**config.mk**
```make
export PLATFORM = sky130hd
export DESIGN_NAME = cyc_interval_timer
export DESIGN_NICKNAME = d
export VERILOG_FILES = /design/src/rtl/cit_pkg.sv /design/src/rtl/cit_edge_detect.sv /design/src/rtl/cit_span_counter.sv /design/src/rtl/cit_result_reg.sv /design/src/rtl/cit_trial_accum.sv /design/src/rtl/cyc_interval_timer.sv
export SDC_FILE = /design/constraint.sdc
export NUM_CORES = 1
export LEC_CHECK = 0
export BUFFER_PORTS_ARGS = -buffer_cell sky130_fd_sc_hd__buf_2
export CORE_MARGIN = 3
export CORE_UTILIZATION = 42
export DETAILED_ROUTE_END_ITERATION = 16
export GPL_ROUTABILITY_DRIVEN = 0
export PLACE_DENSITY = 0.67
export RECOVER_POWER = 25
export SYNTH_ARGS = -nofsm -noshare
export SYNTH_HDL_FRONTEND = slang
export SYNTH_SLANG_ARGS = --single-unit
```
**constraint.sdc**
```tcl
create_clock -name clk -period 7.13 [get_ports clk]
set_clock_uncertainty 0.15 [all_clocks]
set_input_delay 0.3565 -clock clk [delete_from_list [all_inputs] [get_ports clk]]
set_output_delay 0.3565 -clock clk [all_outputs]
set_load 0.02 [all_outputs]
```
**src/rtl/cit_pkg.sv**
```systemverilog
package cit_pkg;

   typedef enum logic {
      MODE_ONESHOT = 1'b0,
      MODE_PERIOD  = 1'b1
   } cit_mode_e;

   typedef enum logic {
      ST_IDLE = 1'b0,
      ST_RUN  = 1'b1
   } cit_state_e;

   localparam int CH_START = 0;
   localparam int CH_STOP  = 1;
   localparam int NUM_CH   = 2;

endpackage

```
**src/rtl/cit_edge_detect.sv**
```systemverilog
module cit_edge_detect #(
   parameter int CHANNELS = 2
) (
   input  logic                clk,
   input  logic                rst_n,
   input  logic [CHANNELS-1:0] level_i,
   output logic [CHANNELS-1:0] rise_o
);

   for (genvar ch = 0; ch < CHANNELS; ch++) begin : g_ch
      logic prev_q;

      always_ff @(posedge clk) begin
         if (!rst_n) prev_q <= 1'b0;
         else        prev_q <= level_i[ch];
      end

      assign rise_o[ch] = level_i[ch] & ~prev_q;
   end

endmodule

```
**src/rtl/cit_span_counter.sv**
```systemverilog
module cit_span_counter
   import cit_pkg::*;
#(
   parameter int CNT_W = 16
) (
   input  logic             clk,
   input  logic             rst_n,
   input  cit_mode_e        mode,
   input  logic             start_ev,
   input  logic             stop_ev,
   output logic             close_o,
   output logic [CNT_W-1:0] span_o,
   output logic             full_o
);

   localparam logic [CNT_W-1:0] FULL = {CNT_W{1'b1}};
   localparam logic [CNT_W-1:0] ONE  = CNT_W'(1);

   cit_state_e       state_q, state_d;
   logic [CNT_W-1:0] cnt_q, cnt_d;
   logic             open_now, close_now;

   always_comb begin
      open_now  = 1'b0;
      close_now = 1'b0;
      unique case (state_q)
         ST_IDLE: open_now = start_ev;
         ST_RUN: begin
            if (mode == MODE_PERIOD) begin
               close_now = start_ev;
               open_now  = start_ev;
            end else begin
               close_now = stop_ev;
            end
         end
         default: ;
      endcase
   end

   always_comb begin
      state_d = state_q;
      if (open_now)       state_d = ST_RUN;
      else if (close_now) state_d = ST_IDLE;
   end

   always_comb begin
      cnt_d = cnt_q;
      if (open_now)                                  cnt_d = ONE;
      else if (state_q == ST_RUN && cnt_q != FULL)   cnt_d = cnt_q + ONE;
   end

   always_ff @(posedge clk) begin
      if (!rst_n) begin
         state_q <= ST_IDLE;
         cnt_q   <= '0;
      end else begin
         state_q <= state_d;
         cnt_q   <= cnt_d;
      end
   end

   assign close_o = close_now;
   assign span_o  = cnt_q;
   assign full_o  = (cnt_q == FULL);

endmodule

```
**src/rtl/cit_result_reg.sv**
```systemverilog
module cit_result_reg #(
   parameter int CNT_W = 16
) (
   input  logic             clk,
   input  logic             rst_n,
   input  logic             fire_i,
   input  logic [CNT_W-1:0] span_i,
   input  logic             full_i,
   output logic [CNT_W-1:0] count_o,
   output logic             ovf_o,
   output logic             valid_o
);

   always_ff @(posedge clk) begin
      if (!rst_n) begin
         count_o <= '0;
         ovf_o   <= 1'b0;
         valid_o <= 1'b0;
      end else begin
         valid_o <= fire_i;
         if (fire_i) begin
            count_o <= span_i;
            ovf_o   <= full_i;
         end
      end
   end

endmodule

```
**src/rtl/cit_trial_accum.sv**
```systemverilog
module cit_trial_accum #(
   parameter int CNT_W   = 16,
   parameter int TRIAL_W = 8
) (
   input  logic                     clk,
   input  logic                     rst_n,
   input  logic                     clr_i,
   input  logic                     fire_i,
   input  logic [CNT_W-1:0]         span_i,
   input  logic [TRIAL_W-1:0]       trials_i,
   output logic [CNT_W+TRIAL_W-1:0] acc_o,
   output logic                     done_o
);

   localparam int ACC_W = CNT_W + TRIAL_W;
   localparam int N_W   = TRIAL_W + 1;

   logic [TRIAL_W-1:0] n_q;
   logic [N_W-1:0]     n_inc;
   logic [N_W-1:0]     goal;
   logic               take;

   assign take  = fire_i & ~done_o & ~clr_i;
   assign n_inc = {1'b0, n_q} + N_W'(1);
   assign goal  = (trials_i == '0) ? N_W'(1) : {1'b0, trials_i};

   always_ff @(posedge clk) begin
      if (!rst_n || clr_i) begin
         acc_o  <= '0;
         n_q    <= '0;
         done_o <= 1'b0;
      end else if (take) begin
         acc_o  <= acc_o + ACC_W'(span_i);
         n_q    <= n_inc[TRIAL_W-1:0];
         done_o <= (n_inc >= goal);
      end
   end

endmodule

```
**src/rtl/cyc_interval_timer.sv**
```systemverilog
module cyc_interval_timer
   import cit_pkg::*;
#(
   parameter int CNT_W   = 16,
   parameter int TRIAL_W = 8
) (
   input  logic                     clk,
   input  logic                     rst_n,
   input  logic                     mode_i,
   input  logic                     start_i,
   input  logic                     stop_i,
   input  logic [TRIAL_W-1:0]       trials_i,
   input  logic                     batch_clr_i,
   output logic [CNT_W-1:0]         count_o,
   output logic                     ovf_o,
   output logic                     valid_o,
   output logic [CNT_W+TRIAL_W-1:0] acc_o,
   output logic                     batch_done_o
);

   if (CNT_W < 2 || CNT_W > 48) begin : g_bad_cnt_w
      $error("cyc_interval_timer: CNT_W must lie in 2..48");
   end
   if (TRIAL_W < 1 || TRIAL_W > 16) begin : g_bad_trial_w
      $error("cyc_interval_timer: TRIAL_W must lie in 1..16");
   end

   logic [NUM_CH-1:0] levels, rises;
   logic              close_w, full_w;
   logic [CNT_W-1:0]  span_w;

   assign levels[CH_START] = start_i;
   assign levels[CH_STOP]  = stop_i;

   cit_edge_detect #(.CHANNELS(NUM_CH)) u_edges (
      .clk     (clk),
      .rst_n   (rst_n),
      .level_i (levels),
      .rise_o  (rises)
   );

   cit_span_counter #(.CNT_W(CNT_W)) u_span (
      .clk      (clk),
      .rst_n    (rst_n),
      .mode     (cit_mode_e'(mode_i)),
      .start_ev (rises[CH_START]),
      .stop_ev  (rises[CH_STOP]),
      .close_o  (close_w),
      .span_o   (span_w),
      .full_o   (full_w)
   );

   cit_result_reg #(.CNT_W(CNT_W)) u_result (
      .clk     (clk),
      .rst_n   (rst_n),
      .fire_i  (close_w),
      .span_i  (span_w),
      .full_i  (full_w),
      .count_o (count_o),
      .ovf_o   (ovf_o),
      .valid_o (valid_o)
   );

   cit_trial_accum #(.CNT_W(CNT_W), .TRIAL_W(TRIAL_W)) u_accum (
      .clk      (clk),
      .rst_n    (rst_n),
      .clr_i    (batch_clr_i),
      .fire_i   (close_w),
      .span_i   (span_w),
      .trials_i (trials_i),
      .acc_o    (acc_o),
      .done_o   (batch_done_o)
   );

endmodule

```
==> impl_metrics.toml <==
[drt]
postRouteAntennaNets = 0
wl_per_cell_um = 14.3
drc = 0
num_vias = 3326
firstDrtPassIters = 4
drtIter0Drc = 100
viasPerCell = 5.46
wirelength_um = 8690

[sta]
drv_slew = 0
min_period_ns = 3.06
setup_viol = 0
maxSlewHeadroom_pct = 16.5
finalSetupTns_ns = 0
finalCritPeriodShare_pct = 43.0
tightest_slew_ns = 1.25
fmax_mhz = 326
hold_violations = 0
final.setup.worst_slack_ns = 4.07
rsz0062_at_grt = "no"

[clock_network]
numCtsBuffers = 9
clkLatencyLatePin_ns = 0.35
cts-root-buf = "clkbuf_8"
clkSinkCount = 70
cts_tree = "yes"
cts_buffer_depth = 2
post_cts_buffers = 0
hold_buffers = 0
clk_pin_slew_ns = 0.08
cts_max_level = 3
cts.repair.resized = 0

[floorplan]
row_count = 34
die_y_um = 102
die_area_sq_um = 10400
die_x_um = 102
core_sq_um = 8810
ios = 57
start_util_pct = 43.8

[layout]
nets = 537
num_antenna_cells = 0
synthToLayoutAreaGrowth_pct = 13.6
drive_gt1_share_pct = 13.2
fillCellCount = 860

[power_and_ir_drop]
power_density_nw_per_um2 = 170
leakagePower_nw = 2.01
irDropWorstVdd_mv = 0.0851

[worst_setup_path]
slowest_delay_ns = 0.93
cp.arrival_ns = 3.14
critPathSlowestCell = "clkbuf_1"
start_kind = "flop"
critPathTopFamily = "simple AND/OR/NAND/NOR gates"
critPathBufInv = 1
end_kind = "flop"
critPathMaxFanout = 27
cp_cell_sequence = "and3b_1 -> o21ai_2 -> clkbuf_1 -> nand2b_1 -> nor4_1 -> a211o_1"
required_ns = 7.21
worstSetupPathType = "reg2reg"
rrSetupSlack_ns = 4.07

[synth]
synth.distinct_cells = 56
ys_warn_count = 0
syn_nets = 483
synth_top_area_cell = "dfxtp_1"
syn-instance-count = 442
synth-async-reset-ratio_pct = 0
yosysSeqAreaShare_pct = 36.4
synthTopCellsByArea = "dfxtp_1 36%, ha_1 8.4%, mux2i_1 5.5%"
ys_seq_elements = 70
yosysTopAreaCellShare_pct = 36.4
syn_area_per_cell_sq_um = 8.72
ys.flop_type = "dfxtp_1"
netlist_area_sq_um = 3850
synth_edf_count = 0

[global_route]
grt_antenna_before_repair = 0
grt_pass1_wl_um = 14600
grt_usage_pct = 17.6
grt_pass1_vias = 3148
grt_max_degree = 34
overflow = 0

[worst_hold_path]
worstHoldPathType = "in2reg"

[place]
hpwl_um = 6300
io_buffers = 56
pre_cts_ws_ns = 4.34

[outcome]
status = "complete, no violations"

[run]
cap_violations = 0
-- layout by cell type, fill, tap and decap left out, types with 5 or more instances in the layout --
| master | instances |
|---|---|
| dfxtp_1 | 70 |
| nand2_1 | 49 |
| nor2_1 | 46 |
| buf_2 | 31 |
| a21oi_1 | 30 |
| clkbuf_1 | 28 |
| ha_1 | 26 |
| xor2_1 | 23 |
| mux2i_1 | 21 |
| and3_1 | 19 |
| nand3_1 | 14 |
| inv_1 | 14 |
| xnor2_1 | 13 |
| o21ai_0 | 10 |
| clkbuf_8 | 9 |
| nor4_1 | 6 |
| nand2b_1 | 6 |
| a211oi_1 | 6 |
| a21o_1 | 6 |
| nand4_1 | 5 |
-- power breakdown --
group	switching (mW)	internal, mW
Clock	0.152	0.162
Combinational	0.0229	0.0128
Sequential	0.00348	0.393
Total	0.178	0.568
-- cell families (layout without fill, tap and decap cells) --
logic type | Yosys count | count (layout) | share of synthesized area, %
buffers and inverters | 30 | 89 | 3.21
AND/OR/NAND/NOR | 169 | 169 | 21.5
adder cells (fa/ha/maj) | 27 | 27 | 8.96
flip-flops | 70 | 70 | 36.4
AO/OA/AOI/OAI | 89 | 89 | 16.3
multiplexers | 21 | 21 | 5.45
XOR/XNOR | 36 | 36 | 8.18
-- layout make-up --
cell class | instances | area (sq um) | area share [%]
multi-input cells | 342 | 2330 | 53.3
flip-flops and latches | 70 | 1400 | 32.0
repair buffers | 59 | 268 | 6.11
well taps | 108 | 135 | 3.08
clock buffers | 11 | 131 | 3.00
clock inverters | 5 | 58.8 | 1.34
inverters | 14 | 52.6 | 1.20
-- routing by layer --
layer  wire, um  GRT usage (%)  vias up
li1           -              -     1687
met1       4280           23.9     1576
met2       4000           27.9       51
met3        269           2.82       12
met4        144           7.36        0
met5          0              0        -
-- state kept, by name, indices dropped and copies added (netlist names) --
| name | count |
|---|---|
| u_result.valid_o | 1 |
| u_accum.done_o | 1 |
| u_span.span_o | 16 |
| u_accum.n_q | 8 |
| u_span.state_q | 1 |
| u_edges.g_ch.prev_q | 2 |
| u_accum.acc_o | 24 |
| u_result.count_o | 16 |
| u_result.ovf_o | 1 |
-- per-stage QoR --
stage / instance area [sq um] / std cells / hold WS [ns] / util, % / total power, mW
floorplan: 3850 / 442 / 0.299 / - / 0.429
global placement: 4230 / 593 / 0.302 / 48.0 / 0.440
detailed placement: 4230 / 593 / 0.314 / 48.0 / 0.442
CTS: 4420 / 609 / 0.0559 / 50.1 / 0.753
global route: 4380 / 609 / 0.0538 / 49.7 / 0.774
finish: 4380 / 609 / 0.0689 / 49.7 / 0.746
-- synth_stat cells (3+ instances only) --
| library cell | count |
|---|---|
| dfxtp_1 | 70 |
| nand2_1 | 49 |
| nor2_1 | 46 |
| a21oi_1 | 30 |
| ha_1 | 26 |
| xor2_1 | 23 |
| mux2i_1 | 21 |
| and3_1 | 19 |
| inv_1 | 14 |
| nand3_1 | 14 |
| xnor2_1 | 13 |
| o21ai_0 | 10 |
| clkbuf_1 | 9 |
| a211oi_1 | 6 |
| a21o_1 | 6 |
| buf_2 | 6 |
| nand2b_1 | 6 |
| nor4_1 | 6 |
| nand4_1 | 5 |
| a211o_1 | 4 |
| a31oi_1 | 4 |
| and4_1 | 4 |
| a21boi_0 | 3 |
| and2_1 | 3 |
| nor3_1 | 3 |
| o211ai_1 | 3 |
| o31ai_1 | 3 |
| or2_2 | 3 |
| or4_1 | 3 |
-- worst paths after layout --
path                                                        start                                end  cells after the start
worst max-delay path            u_edges.g_ch[0].prev_q$_SDFF_PN0_     u_accum.acc_o[13]$_SDFFE_PP0P_                      6
worst min-delay path                                       stop_i  u_edges.g_ch[1].prev_q$_SDFF_PN0_                      2
worst max register to register  u_edges.g_ch[0].prev_q$_SDFF_PN0_     u_accum.acc_o[13]$_SDFFE_PP0P_                      6
worst min register to register     u_accum.acc_o[23]$_SDFFE_PP0P_     u_accum.acc_o[23]$_SDFFE_PP0P_                      2
Power figures use the tool's default switching activity.
